<file path="config.mk">
export PLATFORM = sky130hd
export DESIGN_NAME = disp_link_slave
export DESIGN_NICKNAME = d
export VERILOG_FILES = /design/src/rtl/disp_link_pkg.sv /design/src/rtl/disp_link_frame_rx.sv /design/src/rtl/disp_link_tx_ser.sv /design/src/rtl/disp_link_seq.sv /design/src/rtl/disp_link_slave.sv
export SDC_FILE = /design/constraint.sdc
export NUM_CORES = 1
export LEC_CHECK = 0
export BUFFER_PORTS_ARGS = -buffer_cell sky130_fd_sc_hd__buf_2
export CORE_MARGIN = 5
export CORE_UTILIZATION = 50
export CTS_CLUSTER_SIZE = 10
export DETAILED_ROUTE_END_ITERATION = 6
export GPL_ROUTABILITY_DRIVEN = 0
export PLACE_DENSITY_LB_ADDON = 0.12
export RECOVER_POWER = 100
export SLEW_MARGIN = 20
export SYNTH_ARGS = -nofsm -noshare
export SYNTH_HDL_FRONTEND = slang
export SYNTH_SLANG_ARGS = --single-unit
</file>
<file path="constraint.sdc">
create_clock -name clk -period 4.83 [get_ports clk]
set_input_delay 0.966 -clock clk [delete_from_list [all_inputs] [get_ports clk]]
set_output_delay 0.966 -clock clk [all_outputs]
set_load 0.03 [all_outputs]
</file>
<file path="src/rtl/disp_link_pkg.sv">
// Shared frame types and field positions for the display-side link receiver.
// Assumes the fixed frame layout listed in the brief (type in the lowest bits).
package disp_link_pkg;
    typedef enum logic [1:0] {
        FT_WRITE = 2'd0,
        FT_READ  = 2'd1,
        FT_SPI   = 2'd2,
        FT_BAD   = 2'd3
    } frame_type_e;

    typedef enum logic [1:0] {
        MD_WR,
        MD_RD,
        MD_SPI
    } op_mode_e;

    localparam int TYPE_LSB = 0;
    localparam int CHAN_BIT = 2;
    localparam int CS_BIT   = 3;
    localparam int CNTL_LSB = 4;
endpackage

</file>
<file path="src/rtl/disp_link_frame_rx.sv">
// Frame collector: shifts FRAME_W bits in, LSB first, while rx_en is high.
// It raises frm_vld for one cycle when a full frame is held in frm.
// Assumes the bits of a frame arrive back to back; a gap restarts collection.
module disp_link_frame_rx #(
    parameter int FRAME_W = 28
) (
    input  logic               clk,
    input  logic               rst_n,
    input  logic               rx_en,
    input  logic               rx_dat,
    output logic               frm_vld,
    output logic [FRAME_W-1:0] frm
);
    localparam int CNT_W = $clog2(FRAME_W);

    logic [CNT_W-1:0] bit_cnt;

    // Shift register and bit counter; a frame is complete at the last bit.
    always_ff @(posedge clk) begin
        if (!rst_n) begin
            bit_cnt <= '0;
            frm     <= '0;
            frm_vld <= 1'b0;
        end else begin
            frm_vld <= 1'b0;
            if (rx_en) begin
                frm <= {rx_dat, frm[FRAME_W-1:1]};
                if (bit_cnt == CNT_W'(FRAME_W-1)) begin
                    bit_cnt <= '0;
                    frm_vld <= 1'b1;
                end else begin
                    bit_cnt <= bit_cnt + 1'b1;
                end
            end else begin
                bit_cnt <= '0;
            end
        end
    end
endmodule

</file>
<file path="src/rtl/disp_link_tx_ser.sv">
// Return serializer: after a one-cycle go pulse, it sends DP_W bits LSB first,
// one per cycle, with tx_en high. Assumes go only arrives while idle.
module disp_link_tx_ser #(
    parameter int DP_W = 18
) (
    input  logic            clk,
    input  logic            rst_n,
    input  logic            go,
    input  logic [DP_W-1:0] data,
    output logic            busy,
    output logic            tx_dat
);
    localparam int CNT_W = $clog2(DP_W);

    logic [DP_W-1:0]  shreg;
    logic [CNT_W-1:0] cnt;

    // Load on go, then shift one bit per cycle until DP_W bits have gone out.
    always_ff @(posedge clk) begin
        if (!rst_n) begin
            shreg <= '0;
            cnt   <= '0;
            busy  <= 1'b0;
        end else if (go && !busy) begin
            shreg <= data;
            cnt   <= '0;
            busy  <= 1'b1;
        end else if (busy) begin
            shreg <= shreg >> 1;
            if (cnt == CNT_W'(DP_W-1)) begin
                busy <= 1'b0;
            end else begin
                cnt <= cnt + 1'b1;
            end
        end
    end

    assign tx_dat = busy & shreg[0];
endmodule

</file>
<file path="src/rtl/disp_link_seq.sv">
// Port sequencer: turns a decoded frame into parallel-port activity.
// Write: drive bus, wait a setup cycle, pulse the selected word clock low.
// Read: drive control, release the bus, idle one cycle, pulse low, capture
// dp_in at the rising edge and hand the value to the return serializer.
// Serial-display: drive data and chip select, pulse the regenerated serial
// clock low on its two mirror pins. Illegal types only bump err_cnt.
// Assumes frames that arrive while an operation is running can be dropped.
module disp_link_seq
    import disp_link_pkg::*;
#(
    parameter int DP_W    = 18,
    parameter int CNTL_W  = 6,
    parameter int FRAME_W = 28,
    parameter int WR_LOW  = 3,
    parameter int RD_LOW  = 4,
    parameter int SPI_LOW = 2,
    parameter int ERR_W   = 8
) (
    input  logic               clk,
    input  logic               rst_n,
    input  logic               frm_vld,
    input  logic [FRAME_W-1:0] frm,
    input  logic [DP_W-1:0]    dp_in,
    input  logic               tx_busy,
    output logic [DP_W-1:0]    dp_out,
    output logic               dp_oe,
    output logic [CNTL_W-1:0]  cntl_out,
    output logic               rw_out,
    output logic [1:0]         wclk,
    output logic               tx_go,
    output logic [DP_W-1:0]    cap,
    output logic [ERR_W-1:0]   err_cnt
);
    localparam int DP_LSB  = CNTL_LSB + CNTL_W;
    localparam int MAX_LOW = (WR_LOW > RD_LOW) ? ((WR_LOW > SPI_LOW) ? WR_LOW : SPI_LOW)
                                               : ((RD_LOW > SPI_LOW) ? RD_LOW : SPI_LOW);
    localparam int LCNT_W  = $clog2(MAX_LOW + 1);
    localparam int SCLK_B  = 5;   // serial clock control bit
    localparam int SDAT_B  = 4;   // serial data control bit
    localparam int DP_SCLK = 6;   // serial clock mirror on the data bus
    localparam int DP_SDAT = 7;   // serial data mirror on the data bus

    typedef enum logic [1:0] { S_IDLE, S_SETUP, S_LOW, S_TXW } state_e;

    state_e             state;
    op_mode_e           mode;
    logic               sel;
    logic [LCNT_W-1:0]  lcnt;
    logic [LCNT_W-1:0]  lim;

    frame_type_e        f_type;
    logic               f_chan;
    logic               f_cs;
    logic [CNTL_W-1:0]  f_cntl;
    logic [DP_W-1:0]    f_dp;

    // Field split of the held frame.
    always_comb begin
        f_type = frame_type_e'(frm[TYPE_LSB +: 2]);
        f_chan = frm[CHAN_BIT];
        f_cs   = frm[CS_BIT];
        f_cntl = frm[CNTL_LSB +: CNTL_W];
        f_dp   = frm[DP_LSB +: DP_W];
    end

    // Low-pulse length for the running operation.
    always_comb begin
        case (mode)
            MD_WR:   lim = LCNT_W'(WR_LOW);
            MD_RD:   lim = LCNT_W'(RD_LOW);
            default: lim = LCNT_W'(SPI_LOW);
        endcase
    end

    // Operation state machine and all registered port outputs.
    always_ff @(posedge clk) begin
        if (!rst_n) begin
            state    <= S_IDLE;
            mode     <= MD_WR;
            sel      <= 1'b0;
            lcnt     <= '0;
            dp_out   <= '0;
            dp_oe    <= 1'b0;
            cntl_out <= '0;
            rw_out   <= 1'b0;
            wclk     <= 2'b11;
            tx_go    <= 1'b0;
            cap      <= '0;
            err_cnt  <= '0;
        end else begin
            tx_go <= 1'b0;
            case (state)
                S_IDLE: begin
                    if (frm_vld) begin
                        case (f_type)
                            FT_WRITE: begin
                                mode     <= MD_WR;
                                sel      <= f_chan;
                                dp_out   <= f_dp;
                                cntl_out <= f_cntl;
                                rw_out   <= 1'b0;
                                dp_oe    <= 1'b1;
                                wclk     <= 2'b11;
                                state    <= S_SETUP;
                            end
                            FT_READ: begin
                                mode     <= MD_RD;
                                sel      <= f_chan;
                                cntl_out <= f_cntl;
                                rw_out   <= 1'b1;
                                dp_oe    <= 1'b0;
                                wclk     <= 2'b11;
                                state    <= S_SETUP;
                            end
                            FT_SPI: begin
                                mode             <= MD_SPI;
                                cntl_out         <= f_cntl;
                                cntl_out[SCLK_B] <= 1'b1;
                                dp_out[DP_SCLK]  <= 1'b1;
                                dp_out[DP_SDAT]  <= f_cntl[SDAT_B];
                                rw_out           <= 1'b0;
                                dp_oe            <= 1'b1;
                                wclk             <= {1'b1, f_cs};
                                state            <= S_SETUP;
                            end
                            default: begin
                                err_cnt <= err_cnt + 1'b1;
                            end
                        endcase
                    end
                end
                S_SETUP: begin
                    lcnt  <= '0;
                    state <= S_LOW;
                    if (mode == MD_SPI) begin
                        cntl_out[SCLK_B] <= 1'b0;
                        dp_out[DP_SCLK]  <= 1'b0;
                    end else begin
                        wclk[sel] <= 1'b0;
                    end
                end
                S_LOW: begin
                    if (lcnt == lim - 1'b1) begin
                        if (mode == MD_SPI) begin
                            cntl_out[SCLK_B] <= 1'b1;
                            dp_out[DP_SCLK]  <= 1'b1;
                            state            <= S_IDLE;
                        end else begin
                            wclk[sel] <= 1'b1;
                            if (mode == MD_RD) begin
                                cap   <= dp_in;
                                tx_go <= 1'b1;
                                state <= S_TXW;
                            end else begin
                                state <= S_IDLE;
                            end
                        end
                    end else begin
                        lcnt <= lcnt + 1'b1;
                    end
                end
                default: begin
                    if (!tx_go && !tx_busy) begin
                        state <= S_IDLE;
                    end
                end
            endcase
        end
    end
endmodule

</file>
<file path="src/rtl/disp_link_slave.sv">
// Top of the display-side link receiver: frame collector, port sequencer
// and return serializer. Assumes one clock domain for link and port.
module disp_link_slave #(
    parameter int DP_W    = 18,
    parameter int CNTL_W  = 6,
    parameter int WR_LOW  = 3,
    parameter int RD_LOW  = 4,
    parameter int SPI_LOW = 2,
    parameter int ERR_W   = 8
) (
    input  logic              clk,
    input  logic              rst_n,
    input  logic              rx_en,
    input  logic              rx_dat,
    input  logic [DP_W-1:0]   dp_in,
    output logic [DP_W-1:0]   dp_out,
    output logic              dp_oe,
    output logic [CNTL_W-1:0] cntl_out,
    output logic              rw_out,
    output logic              wclk0,
    output logic              wclk1,
    output logic              tx_en,
    output logic              tx_dat,
    output logic [ERR_W-1:0]  err_cnt
);
    localparam int FRAME_W = 4 + CNTL_W + DP_W;

    logic               frm_vld;
    logic [FRAME_W-1:0] frm;
    logic [1:0]         wclk;
    logic               tx_go;
    logic               tx_busy;
    logic [DP_W-1:0]    cap;

    disp_link_frame_rx #(.FRAME_W(FRAME_W)) u_rx (
        .clk(clk), .rst_n(rst_n), .rx_en(rx_en), .rx_dat(rx_dat),
        .frm_vld(frm_vld), .frm(frm)
    );

    disp_link_seq #(
        .DP_W(DP_W), .CNTL_W(CNTL_W), .FRAME_W(FRAME_W),
        .WR_LOW(WR_LOW), .RD_LOW(RD_LOW), .SPI_LOW(SPI_LOW), .ERR_W(ERR_W)
    ) u_seq (
        .clk(clk), .rst_n(rst_n), .frm_vld(frm_vld), .frm(frm),
        .dp_in(dp_in), .tx_busy(tx_busy), .dp_out(dp_out), .dp_oe(dp_oe),
        .cntl_out(cntl_out), .rw_out(rw_out), .wclk(wclk), .tx_go(tx_go),
        .cap(cap), .err_cnt(err_cnt)
    );

    disp_link_tx_ser #(.DP_W(DP_W)) u_tx (
        .clk(clk), .rst_n(rst_n), .go(tx_go), .data(cap),
        .busy(tx_busy), .tx_dat(tx_dat)
    );

    assign wclk0 = wclk[0];
    assign wclk1 = wclk[1];
    assign tx_en = tx_busy;
endmodule

</file>
==> results.cfg <==
[setup_path]
worst_ep_arrival_time_ps = 2480
critical_path.startpoint = u_tx.busy
setup.worst_path.start_class = flip-flop
path_max_fanout = 42
crit-reg2reg-launch = u_tx.busy
worst_ep_required_time_ps = 3860
endpoint_of_the_worst_slack_reg_to_reg_timing_path = u_tx.cnt[1]
timing.critical_path.to_type = output port
worst-r2r-cell-count = 4
setup.reg_to_reg.worst_slack_ps = 2330
crit_type = flip-flop to output port

[synthesis]
syn_area_per_cell_um2 = 8.76
seq_area_frac_synth = 0.498
postSynth.asyncResetShare = 0
synth_warnings = 0
synth.top_cell.area_share = 0.498
yosysTopAreaCell = sky130_fd_sc_hd__dfxtp_1
combinational_family_with_the_most_area_after_synthesis = simple AND/OR/NAND/NOR gates
post_synthesis_compound_gate_area_fraction = 0.114
post_synth_xor_area_fraction = 0.0252
syn-cell-area_um2 = 4860
yosys-mux-area-fraction = 0.107
postSynthCellCount = 555
yosys.cell_types.count = 50
number_of_synthesized_flops_with_an_enable_pin = 0
dominantRegCellSynth = sky130_fd_sc_hd__dfxtp_1
post_synth_and_or_nand_nor_area_fraction = 0.197
post_synth_fa_ha_maj_area_fraction = 0.0232
synth_nets = 586
synth_top_cells_by_area = sky130_fd_sc_hd__dfxtp_1 50%, sky130_fd_sc_hd__mux2i_1 11%, sky130_fd_sc_hd__nor2_1 7.3%, sky130_fd_sc_hd__a21oi_1 6.7%, sky130_fd_sc_hd__nand2_1 6.2%
yosys_register_bits = 121

[timing]
grt_setup_unrepaired = false
worst_slack_ps = 1380
period_needed_ps = 3450
report.final.slew_viol_count = 155
final_hold_violation_count = 0
slew-limit-headroom = -0.339
timing.clock.skew_ps = 10.5
final.setup.tns_ps = 0
finalCritPeriodShare = 0.714
fmax_mhz = 290
worst_pin_slew_ps = 2010
timing.final.setup_violations = 0

[global_route]
grt_max_degree = 43
track_usage = 0.178
grt_pass1_wl_mm = 16.8
via_count_of_the_first_global_routing_pass = 3680
globalRouteOverflowTotal = 0
grt_antenna_before_repair = 0

[die]
die_area_um2 = 11800
floorplan_core_area_um2 = 9640
count_of_boundary_i_o_pins = 60
chipHeight_um = 109
placementRows = 36
initial_core_util = 0.504
dieWidth_um = 109

[detailed_routing]
via_per_inst = 5.14
drt_pre_antenna_iters = 4
num_vias = 3843
routed_wl_mm = 9.82
drc_errors = 0
antenna_left = 0
drt_first_iter_violations = 182
wire_per_inst_um = 13.1

[hold_path]
min_delay_worst_endpoint = u_rx.bit_cnt[0]
min-delay-path-class = flip-flop to flip-flop
min-delay-start = u_rx.bit_cnt[0]
hold_path_depth = 1

[cts]
clk_path_buf_depth = 2
numClockSinks = 121
clk_pin_slew_worst_paths_ps = 60
cts_tree = built
cts_root_buffer = sky130_fd_sc_hd__clkbuf_8
holdBufCountCts = 0
insertion_delay_ps = 520
cts_setup_buffers = 0
clock_tree.htree_level_count = 4
post_cts.resized_instances = 0
cts_inserted_buffers = 17

[power]
power.static_leakage_uw = 0.00222
irDropWorstVdd_mv = 0.245
p_total_uw = 2450
cellPowerDensity_nw_per_um2 = 425

[final_layout]
post_route_cells_drive_above_1_share = 0.0959
design_area_um2 = 5770
area_growth_syn_to_layout_pct = 18.7
antenna-diode-count = 0
nNetsFinal = 633

[status]
status = complete, but fails checks
violations = capacitance limit, slew limit

[place]
preCtsSetupSlack_ps = 2590
place_hpwl_mm = 6.35
detailed_place.area_um2 = 5220
portBuffers = 59

[job]
maxCapViolCount = 4
-- cell usage after synthesis, types with 2 or more instances --
| library cell | number |
|---|---|
| sky130_fd_sc_hd__o211a_1 | 2 |
| sky130_fd_sc_hd__or3_1 | 3 |
| sky130_fd_sc_hd__nand3_1 | 6 |
| sky130_fd_sc_hd__buf_2 | 7 |
| sky130_fd_sc_hd__nand2_1 | 80 |
| sky130_fd_sc_hd__inv_1 | 6 |
| sky130_fd_sc_hd__o31ai_1 | 2 |
| sky130_fd_sc_hd__a221oi_1 | 3 |
| sky130_fd_sc_hd__and2_1 | 3 |
| sky130_fd_sc_hd__nor2_1 | 94 |
| sky130_fd_sc_hd__a21boi_0 | 2 |
| sky130_fd_sc_hd__xnor2_1 | 4 |
| sky130_fd_sc_hd__o21ai_0 | 7 |
| sky130_fd_sc_hd__mux2i_1 | 52 |
| sky130_fd_sc_hd__nor3_1 | 5 |
| sky130_fd_sc_hd__a21oi_1 | 65 |
| sky130_fd_sc_hd__ha_1 | 9 |
| sky130_fd_sc_hd__buf_1 | 5 |
| sky130_fd_sc_hd__dfxtp_1 | 121 |
| sky130_fd_sc_hd__a311oi_1 | 2 |
| sky130_fd_sc_hd__xor2_1 | 10 |
| sky130_fd_sc_hd__nand2b_1 | 6 |
| sky130_fd_sc_hd__nor2b_1 | 5 |
| sky130_fd_sc_hd__and4_1 | 2 |
| sky130_fd_sc_hd__clkbuf_1 | 24 |
| sky130_fd_sc_hd__nand4_1 | 6 |
-- worst max-delay path, cell delays in order (launching register included) --
cell and delay (ps):
sky130_fd_sc_hd__dfxtp_1 310, sky130_fd_sc_hd__clkbuf_1 1210, sky130_fd_sc_hd__and2_1 250, sky130_fd_sc_hd__buf_2 200
-- cells in the final DEF (no fill, tap or decap), types with 6 or more instances in the layout --
master	synthesis	routed
sky130_fd_sc_hd__nand2_1	80	80
sky130_fd_sc_hd__a21oi_1	65	65
sky130_fd_sc_hd__nand3_1	6	6
sky130_fd_sc_hd__nand2b_1	6	6
sky130_fd_sc_hd__nor2_1	94	94
sky130_fd_sc_hd__dfxtp_1	121	121
sky130_fd_sc_hd__buf_2	7	21
sky130_fd_sc_hd__clkbuf_16	0	16
sky130_fd_sc_hd__inv_6	0	6
sky130_fd_sc_hd__o21ai_0	7	7
sky130_fd_sc_hd__nand4_1	6	6
sky130_fd_sc_hd__inv_1	6	7
sky130_fd_sc_hd__clkbuf_1	24	41
sky130_fd_sc_hd__ha_1	9	9
sky130_fd_sc_hd__mux2i_1	52	52
sky130_fd_sc_hd__xor2_1	10	10
-- stage by stage --
step           utilization  std cells  hold WS [ps]
3_3_place_gp         0.541        716           431
2_1_floorplan            -        555           418
4_1_cts              0.605        748           453
6_report             0.599        748           449
5_1_grt              0.599        748           464
3_5_place_dp         0.541        716           444
-- power by group --
part	internal [uW]	switching, uW	leakage, uW
registers	1010	11.1	0.000975
logic	51.1	86.0	0.000949
clock network	812	478	0.000298
-- area by class of cell --
| class | instances | area, um^2 |
|---|---|---|
| inverters | 7 | 26.3 |
| clock buffers | 18 | 428 |
| clock inverters | 14 | 185 |
| flip-flops and latches | 121 | 2420 |
| fillers | 910 | 3870 |
| well taps | 133 | 166 |
| multi-input cells | 391 | 2270 |
| repair buffers | 64 | 274 |
-- how the worst max path moves through the flow --
| stage | cells past startpoint | slack (ps) | endpoint |
|---|---|---|---|
| global route | 3 | 1170 | tx_dat |
| CTS | 3 | 2290 | tx_dat |
| global placement | 4 | 2620 | u_seq.cntl_out[5] |
| floorplan | 4 | 2270 | tx_dat |
| finish | 3 | 1380 | tx_dat |
| detailed placement | 4 | 2590 | u_seq.cntl_out[5] |
-- sequential cells by signal, summed over array words and instances (netlist names), 2 cells and up --
| signal | flops |
|---|---|
| u_seq.err_cnt | 8 |
| u_seq.lcnt | 3 |
| u_seq.cntl_out | 6 |
| u_rx.frm | 28 |
| u_seq.wclk | 2 |
| u_seq.mode | 2 |
| u_rx.bit_cnt | 5 |
| u_tx.shreg | 18 |
| u_tx.cnt | 5 |
| u_seq.state | 2 |
| u_seq.cap | 18 |
| u_seq.dp_out | 18 |
-- layer usage --
metal | track usage | up-vias | wire [um]
li1 | - | 1975 | -
met1 | 0.215 | 1791 | 4490
met2 | 0.299 | 72 | 4810
met3 | 0.0615 | 5 | 448
met4 | 0.0541 | 0 | 64
met5 | 0 | - | 0
-- cells by family (layout without fill, tap and decap cells) --
family          Yosys count  count (layout)
mux                      52              52
xor+xnor                 14              14
compound gates           95              95
flops                   121             121
fa+ha+maj                 9               9
buf+inv                  43             103
simple gates            221             221
(Power assumes the default switching activity.)
